--- src/rtl/cfgp_pkg.sv ---
// Shared constants and types for the keyed configuration port.
// Assumes a byte-wide host bus with 16-bit I/O addresses.
package cfgp_pkg;
    localparam logic [7:0]  KEY_B0    = 8'h87;
    localparam logic [7:0]  KEY_B1    = 8'h01;
    localparam logic [7:0]  KEY_B2    = 8'h55;
    localparam logic [7:0]  KEY_LO    = 8'h55;
    localparam logic [7:0]  KEY_HI    = 8'hAA;
    localparam logic [15:0] PORT_LO   = 16'h002E;
    localparam logic [15:0] PORT_HI   = 16'h004E;
    localparam logic [7:0]  IDX_EXIT  = 8'h02;
    localparam logic [7:0]  IDX_DEV   = 8'h07;
    localparam logic [7:0]  IDX_CHIP  = 8'h22;
    localparam logic [7:0]  IDX_SUSP  = 8'h23;
    localparam logic [7:0]  IDX_CLK   = 8'h24;
    localparam logic [7:0]  IDX_ACT   = 8'h30;

    typedef enum logic [1:0] {KS_IDLE, KS_GOT0, KS_GOT1, KS_GOT2} key_state_t;
endpackage

--- src/rtl/cfgp_key_match.sv ---
// Key sequence matcher. Sees only writes to the key port made while locked.
// Pulses hit when the fourth byte completes the key; hit_alt tells which base.
// Assumes key_wr is already gated by the lock state.
module cfgp_key_match
    import cfgp_pkg::*;
(
    input  logic       clk,
    input  logic       rst_n,
    input  logic       key_wr,
    input  logic [7:0] key_byte,
    output logic       hit,
    output logic       hit_alt
);
    key_state_t st, st_nx;
    key_state_t restart;

    // Next state: advance on the expected byte, else restart (0x87 restarts one step in).
    always_comb begin
        restart = (key_byte == KEY_B0) ? KS_GOT0 : KS_IDLE;
        st_nx   = st;
        hit     = 1'b0;
        hit_alt = 1'b0;
        if (key_wr) begin
            case (st)
                KS_IDLE: st_nx = restart;
                KS_GOT0: st_nx = (key_byte == KEY_B1) ? KS_GOT1 : restart;
                KS_GOT1: st_nx = (key_byte == KEY_B2) ? KS_GOT2 : restart;
                KS_GOT2: begin
                    if (key_byte == KEY_LO) begin
                        hit   = 1'b1;
                        st_nx = KS_IDLE;
                    end else if (key_byte == KEY_HI) begin
                        hit     = 1'b1;
                        hit_alt = 1'b1;
                        st_nx   = KS_IDLE;
                    end else begin
                        st_nx = restart;
                    end
                end
                default: st_nx = KS_IDLE;
            endcase
        end
    end

    // State register.
    always_ff @(posedge clk) begin
        if (!rst_n) st <= KS_IDLE;
        else        st <= st_nx;
    end

    AST_KEY_FIRST_BYTE: assert property (@(posedge clk) disable iff (!rst_n)
        (key_wr && key_byte == KEY_B0) |=> (st == KS_GOT0));
    AST_KEY_HOLDS: assert property (@(posedge clk) disable iff (!rst_n)
        !key_wr |=> $stable(st));
endmodule

--- src/rtl/cfgp_dev_bank.sv ---
// One logical device's register bank: holds its activation bit.
// Assumes act_we is already qualified by index and chip acceptance.
module cfgp_dev_bank #(
    parameter int unsigned DEV_NUM = 1
) (
    input  logic       clk,
    input  logic       rst_n,
    input  logic       act_we,
    input  logic [7:0] ldn,
    input  logic       act_bit,
    output logic       active,
    output logic       chosen
);
    // Bank is addressed when the device-number register names it.
    always_comb chosen = (ldn == 8'(DEV_NUM));

    // Activation bit.
    always_ff @(posedge clk) begin
        if (!rst_n)                active <= 1'b0;
        else if (act_we && chosen) active <= act_bit;
    end

    AST_BANK_UNSELECTED_STABLE: assert property (@(posedge clk) disable iff (!rst_n)
        !chosen |=> $stable(active));
endmodule

--- src/rtl/cfgp_regs.sv ---
// Register file behind the data port: global registers, chip-select
// acceptance, exit request and the generated device banks.
// Assumes we is a single-cycle data-port write made while unlocked.
module cfgp_regs
    import cfgp_pkg::*;
#(
    parameter int unsigned NUM_UART      = 2,
    parameter int unsigned UART_LDN_BASE = 1
) (
    input  logic                clk,
    input  logic                rst_n,
    input  logic                we,
    input  logic [7:0]          idx,
    input  logic [7:0]          wdata,
    input  logic                strap,
    output logic [7:0]          rd_val,
    output logic                exit_req,
    output logic [NUM_UART-1:0] uart_en,
    output logic                clk24_sel,
    output logic                suspend
);
    logic [7:0]          ldn;
    logic                sel_seen, sel_bit;
    logic                accept, wr_ok;
    logic [NUM_UART-1:0] dev_chosen;

    // Chip acceptance: always for the chip-select register, else by strap match.
    always_comb begin
        accept   = (idx == IDX_CHIP) || !sel_seen || (sel_bit == strap);
        wr_ok    = we && accept;
        exit_req = wr_ok && (idx == IDX_EXIT) && wdata[1];
    end

    // Global registers.
    always_ff @(posedge clk) begin
        if (!rst_n) begin
            ldn       <= 8'h00;
            sel_seen  <= 1'b0;
            sel_bit   <= 1'b0;
            suspend   <= 1'b0;
            clk24_sel <= 1'b0;
        end else if (wr_ok) begin
            case (idx)
                IDX_DEV:  ldn <= wdata;
                IDX_CHIP: begin
                    sel_seen <= 1'b1;
                    sel_bit  <= wdata[7];
                end
                IDX_SUSP: suspend   <= wdata[0];
                IDX_CLK:  clk24_sel <= wdata[0];
                default:  ;
            endcase
        end
    end

    // One bank per serial-port device, numbered from UART_LDN_BASE.
    for (genvar g = 0; g < NUM_UART; g++) begin : g_bank
        cfgp_dev_bank #(.DEV_NUM(UART_LDN_BASE + g)) i_bank (
            .clk     (clk),
            .rst_n   (rst_n),
            .act_we  (wr_ok && (idx == IDX_ACT)),
            .ldn     (ldn),
            .act_bit (wdata[0]),
            .active  (uart_en[g]),
            .chosen  (dev_chosen[g])
        );
    end

    // Read mux for the data port.
    always_comb begin
        case (idx)
            IDX_DEV:  rd_val = ldn;
            IDX_CHIP: rd_val = {sel_bit, 7'b0};
            IDX_SUSP: rd_val = {7'b0, suspend};
            IDX_CLK:  rd_val = {7'b0, clk24_sel};
            IDX_ACT:  rd_val = {7'b0, |(dev_chosen & uart_en)};
            default:  rd_val = 8'h00;
        endcase
    end

    AST_FOREIGN_STRAP_BLOCKS: assert property (@(posedge clk) disable iff (!rst_n)
        (we && sel_seen && sel_bit != strap && idx == IDX_CLK) |=> $stable(clk24_sel));
    AST_SUSP_FOLLOWS_WRITE: assert property (@(posedge clk) disable iff (!rst_n)
        (we && !sel_seen && idx == IDX_SUSP) |=> (suspend == $past(wdata[0])));
endmodule

--- src/rtl/cfg_port_unlock.sv ---
// Top: keyed configuration port. Routes key writes while locked, then opens
// an index/data pair at the base chosen by the key's last byte.
// Assumes one host access per strobe cycle; io_rdata is combinational.
module cfg_port_unlock
    import cfgp_pkg::*;
#(
    parameter int unsigned NUM_UART      = 2,
    parameter int unsigned UART_LDN_BASE = 1
) (
    input  logic                clk,
    input  logic                rst_n,
    input  logic                io_wr,
    input  logic                io_rd,
    input  logic [15:0]         io_addr,
    input  logic [7:0]          io_wdata,
    output logic [7:0]          io_rdata,
    input  logic                strap_sel,
    output logic [NUM_UART-1:0] uart_en,
    output logic                clk24_sel,
    output logic                suspend
);
    logic        unlocked, base_alt;
    logic [7:0]  idx;
    logic [15:0] base;
    logic        at_idx, at_dat, key_wr, key_hit, key_alt, exit_req;
    logic [7:0]  rd_val;

    // Address decode against the current base.
    always_comb begin
        base   = base_alt ? PORT_HI : PORT_LO;
        at_idx = unlocked && (io_addr == base);
        at_dat = unlocked && (io_addr == base + 16'd1);
        key_wr = io_wr && !unlocked && (io_addr == PORT_LO);
    end

    cfgp_key_match i_key (
        .clk      (clk),
        .rst_n    (rst_n),
        .key_wr   (key_wr),
        .key_byte (io_wdata),
        .hit      (key_hit),
        .hit_alt  (key_alt)
    );

    // Lock state, base choice and index register.
    always_ff @(posedge clk) begin
        if (!rst_n) begin
            unlocked <= 1'b0;
            base_alt <= 1'b0;
            idx      <= 8'h00;
        end else begin
            if (key_hit) begin
                unlocked <= 1'b1;
                base_alt <= key_alt;
            end else if (exit_req) begin
                unlocked <= 1'b0;
            end
            if (io_wr && at_idx) idx <= io_wdata;
        end
    end

    cfgp_regs #(.NUM_UART(NUM_UART), .UART_LDN_BASE(UART_LDN_BASE)) i_regs (
        .clk       (clk),
        .rst_n     (rst_n),
        .we        (io_wr && at_dat),
        .idx       (idx),
        .wdata     (io_wdata),
        .strap     (strap_sel),
        .rd_val    (rd_val),
        .exit_req  (exit_req),
        .uart_en   (uart_en),
        .clk24_sel (clk24_sel),
        .suspend   (suspend)
    );

    // Read return: index, data, or the idle value.
    always_comb begin
        if (io_rd && at_idx)      io_rdata = idx;
        else if (io_rd && at_dat) io_rdata = rd_val;
        else                      io_rdata = 8'hFF;
    end

    AST_UNLOCK_BY_KEY: assert property (@(posedge clk) disable iff (!rst_n)
        $rose(unlocked) |-> $past(io_wr && io_addr == PORT_LO));
    AST_EXIT_RELOCKS: assert property (@(posedge clk) disable iff (!rst_n)
        exit_req |=> !unlocked);
    AST_BASE_HELD: assert property (@(posedge clk) disable iff (!rst_n)
        (unlocked && $past(unlocked)) |-> $stable(base_alt));
    AST_LOCKED_READS_IDLE: assert property (@(posedge clk) disable iff (!rst_n)
        (!unlocked && io_rd) |-> (io_rdata == 8'hFF));
endmodule

--- config.mk ---
export PLATFORM = sky130hd
export DESIGN_NAME = cfg_port_unlock
export DESIGN_NICKNAME = d
export VERILOG_FILES = /design/src/rtl/cfgp_pkg.sv /design/src/rtl/cfgp_key_match.sv /design/src/rtl/cfgp_dev_bank.sv /design/src/rtl/cfgp_regs.sv /design/src/rtl/cfg_port_unlock.sv
export SDC_FILE = /design/constraint.sdc
export NUM_CORES = 1
export LEC_CHECK = 0
export ABC_AREA = 1
export BUFFER_PORTS_ARGS = -buffer_cell sky130_fd_sc_hd__buf_2
export CAP_MARGIN = 15
export CORE_MARGIN = 2
export CORE_UTILIZATION = 53
export CTS_CLUSTER_SIZE = 40
export DETAILED_ROUTE_END_ITERATION = 12
export GPL_ROUTABILITY_DRIVEN = 0
export GPL_TIMING_DRIVEN = 0
export PLACE_DENSITY = 0.81
export SYNTH_ARGS = -nofsm -noshare
export SYNTH_HDL_FRONTEND = slang
export SYNTH_SLANG_ARGS = --single-unit
--- constraint.sdc ---
create_clock -name clk -period 2 [get_ports clk]
set_clock_uncertainty 0.2 [all_clocks]
set_input_delay 0.2 -clock clk [delete_from_list [all_inputs] [get_ports clk]]
set_output_delay 0.2 -clock clk [all_outputs]
set_load 0.01 [all_outputs]
==> reports/metrics.csv <==
stage;metric;value;unit
die;die footprint;3535;µm²
sta;Hold Slack;-0.002065;ns
layout;most frequent cells in the layout;inv_1, nand2_1, nor2_1;
route;vias;1930;
placement;Port Buffers;40;
die;Die W;59.46;µm
grt;GRT Overall Usage;27.89;%
hold_path;beginning of the worst hold path;io_wdata[3];
power_and_ir_drop;leakage;0.0009580;µW
sta;# setup viols final;15;
power_and_ir_drop;pwr/cell area;422.4;nW/µm²
sta;Worst Slack Setup Final;-0.1824;ns
sta;period utilisation layout;109.1;%
die;Cell Rows;20;
die;Die Height;59.46;µm
die;starting density of the core;54.75;%
clock_network;clock tree buffer depth;2;
clock_network;depth of the CTS H-tree;1;
hold_path;Worst Hold Class;primary input to register;
logic_synthesis;Mapped Area;1630;µm²
logic_synthesis;syn_nets;300;
die;Ports;41;
logic_synthesis;Synth Instances;271;
sta;worst slew pin tran;0.4696;ns
sta;Slew headroom;68.69;%
clock_network;clk root buf;clkbuf_4;
grt;first-pass GRT wire length;7486;µm
logic_synthesis;syn avg cell area;6.016;µm²
sta;RSZ-0062 raised after global routing;true;
logic_synthesis;synth unique cells;26;
layout;Area growth, synth to finish;29.85;%
worst_setup_path;reg-to-reg slack, setup;-0.07;ns
route;WL/cell;12.52;µm
hold_path;hold endpoint;i_regs.ldn[3];
layout;layout cells sized above 1;24.40;%
placement;placed instance area;1872;µm²
clock_network;worst-skew pair later-pin latency;0.33;ns
clock_network;CTS Buf Count;3;
status;failing checks;hold timing, setup timing;
route;drt first-iter violations;83;
route;final WL;4569;µm
grt;vias in the first global route;1796;
logic_synthesis;yosys warns;0;
sta;fmax;458.2;MHz
worst_setup_path;Crit. End Element;primary output;
worst_setup_path;reg2reg end;idx[7];
layout;commonest non-fill, non-tap cell in the layout;inv_1;
logic_synthesis;sequential share of the synthesized area;31.93;%
job;max cap viols;0;
layout;# diodes;0;
clock_network;clk sinks;26;
route;DR DRC count;0;
layout;design area;2117;µm²
die;Core Area;2978;µm²
worst_setup_path;worst endpoint required time;1.60;ns
worst_setup_path;Reg2Reg Depth;12;
status;status;finished, violations left;
worst_setup_path;CP arrival;1.78;ns
power_and_ir_drop;Worst VDD drop;0.4002;mV
clock_network;Reg clk slew, reported paths;0.14;ns
sta;fin crit period;2.182;ns
route;DRT Pass-1 Iters;4;
worst_setup_path;r2r startpoint;base_alt;
hold_path;hold path cells;3;
sta;Slew Viols, Final;0;
route;antenna-violating nets left;0;
layout;fin nets;362;
worst_setup_path;Setup CP Type;register to primary output;
grt;pin count of the biggest net entering global routing;15;
clock_network;CTS tree;built;
logic_synthesis;Synth Register Bits;26;
placement;DP HPWL;3130;µm
grt;initial antenna violation count;0;
worst_setup_path;worst-path fanout max;8;
route;number of vias per cell;5.288;
grt;grt total ovfl;0;
worst_setup_path;critical path startpoint category;register;
sta;Fin. Hold Viols;1;
critical path: stages (launching register included):
cell      delay [ns]
dfxtp_2         0.35
nand3b_1        0.16
nand2_1         0.11
nand2_2         0.11
nor3b_4         0.25
nand2_4         0.13
o21ai_1         0.16
inv_1           0.06
buf_2           0.13
cells in the mapped netlist:
| cell | number | share of area, % |
|---|---|---|
| nor3b_2 | 1 | 0.77 |
| a21oi_1 | 14 | 4.3 |
| nand2_4 | 1 | 0.69 |
| nor2_2 | 2 | 0.77 |
| nand3b_1 | 1 | 0.46 |
| o21ai_0 | 25 | 7.7 |
| dfxtp_1 | 26 | 32 |
| nor4_1 | 1 | 0.38 |
| nor3_1 | 7 | 2.1 |
| nand4_1 | 8 | 3.1 |
| o21a_1 | 1 | 0.46 |
| buf_6 | 1 | 0.69 |
| inv_2 | 1 | 0.23 |
| buf_1 | 1 | 0.23 |
| buf_4 | 2 | 0.92 |
| inv_1 | 51 | 12 |
| clkbuf_1 | 1 | 0.23 |
| nand3_1 | 16 | 4.9 |
| a21boi_0 | 1 | 0.46 |
| o211a_1 | 1 | 0.61 |
| o21ai_1 | 9 | 2.8 |
| nand2_2 | 5 | 1.9 |
| nand2_1 | 47 | 11 |
| o22ai_1 | 2 | 0.77 |
| nor2_4 | 1 | 0.69 |
| nor2_1 | 45 | 10 |
where the power goes:
part / total (µW) / internal (µW) / switching [µW]
Clock: 277 / 112 / 165
Sequential: 518 / 518 / 0.000441
Combinational: 99.4 / 43.8 / 55.6
Total: 894 / 673 / 221
through the flow:
stage / instances / utilization, % / setup slack (ns) / setup TNS [ns] / power (µW)
final: 365 / 71.09 / -0.1824 / -1.652 / 894.3
after global routing: 365 / 71.09 / -0.3038 / -3.228 / 932.5
after CTS: 364 / 69.79 / -0.1671 / -1.251 / 895.5
after detailed placement: 344 / 62.86 / -0.1275 / -0.7005 / 610.3
after global placement: 344 / 62.86 / -0.1172 / -0.5925 / 609.3
after floorplan: 271 / - / 0.3444 / 0 / 561.5
worst max path at each step:
stage          cells after the start           to   startpoint  slack (ns)
2_1_floorplan                      9  io_rdata[3]     base_alt        0.34
3_3_place_gp                      12  io_rdata[2]  io_addr[15]       -0.12
3_5_place_dp                      12  io_rdata[2]  io_addr[15]       -0.13
4_1_cts                            8  io_rdata[3]     base_alt       -0.17
5_1_grt                           10  io_rdata[4]     base_alt       -0.30
6_report                           8  io_rdata[2]     base_alt       -0.18
kinds of logic after synthesis:
| group | synth area share [%] |
|---|---|
| and+or+nand+nor | 36.99 |
| buffers and inverters | 14.04 |
| AOI/OAI and AO/OA | 17.04 |
| DFF | 31.93 |
registers in the layout, indices dropped and copies added, names as in the netlist, 2 cells and up:
register and cells:
i_key.st 2, i_regs.ldn 8, idx 8, i_regs.g_bank.i_bank.active 2
metal layers:
layer	wire, µm	global-route usage, %	up-vias
li1	-	-	982
met3	265	3.712	11
met2	2303	49.92	63
met5	0	0	-
met4	63	9.416	0
met1	1937	33.91	874
repair_timing:
item / CTS / global route
hold buffers: 8 / 0
endpoints found under the setup margin: 8 / 17
buffers inserted: 8 / 1
gates cloned: 0 / 0
gates resized for setup: 16 / 13
hold endpoints to repair: 13 / 0
pin swaps: 5 / 2
cell type report:
cell class	count	area, µm²
Timing Repair Buffer	57	351.6
Tap cell	33	41.29
Multi-Input combinational cell	188	934.6
Clock buffer	4	36.28
Sequential cell	26	524.3
Fill cell	263	860.8
Inverter	52	195.2
Buffer	5	33.78
Note: power is estimated with default switching activity, not from simulation.
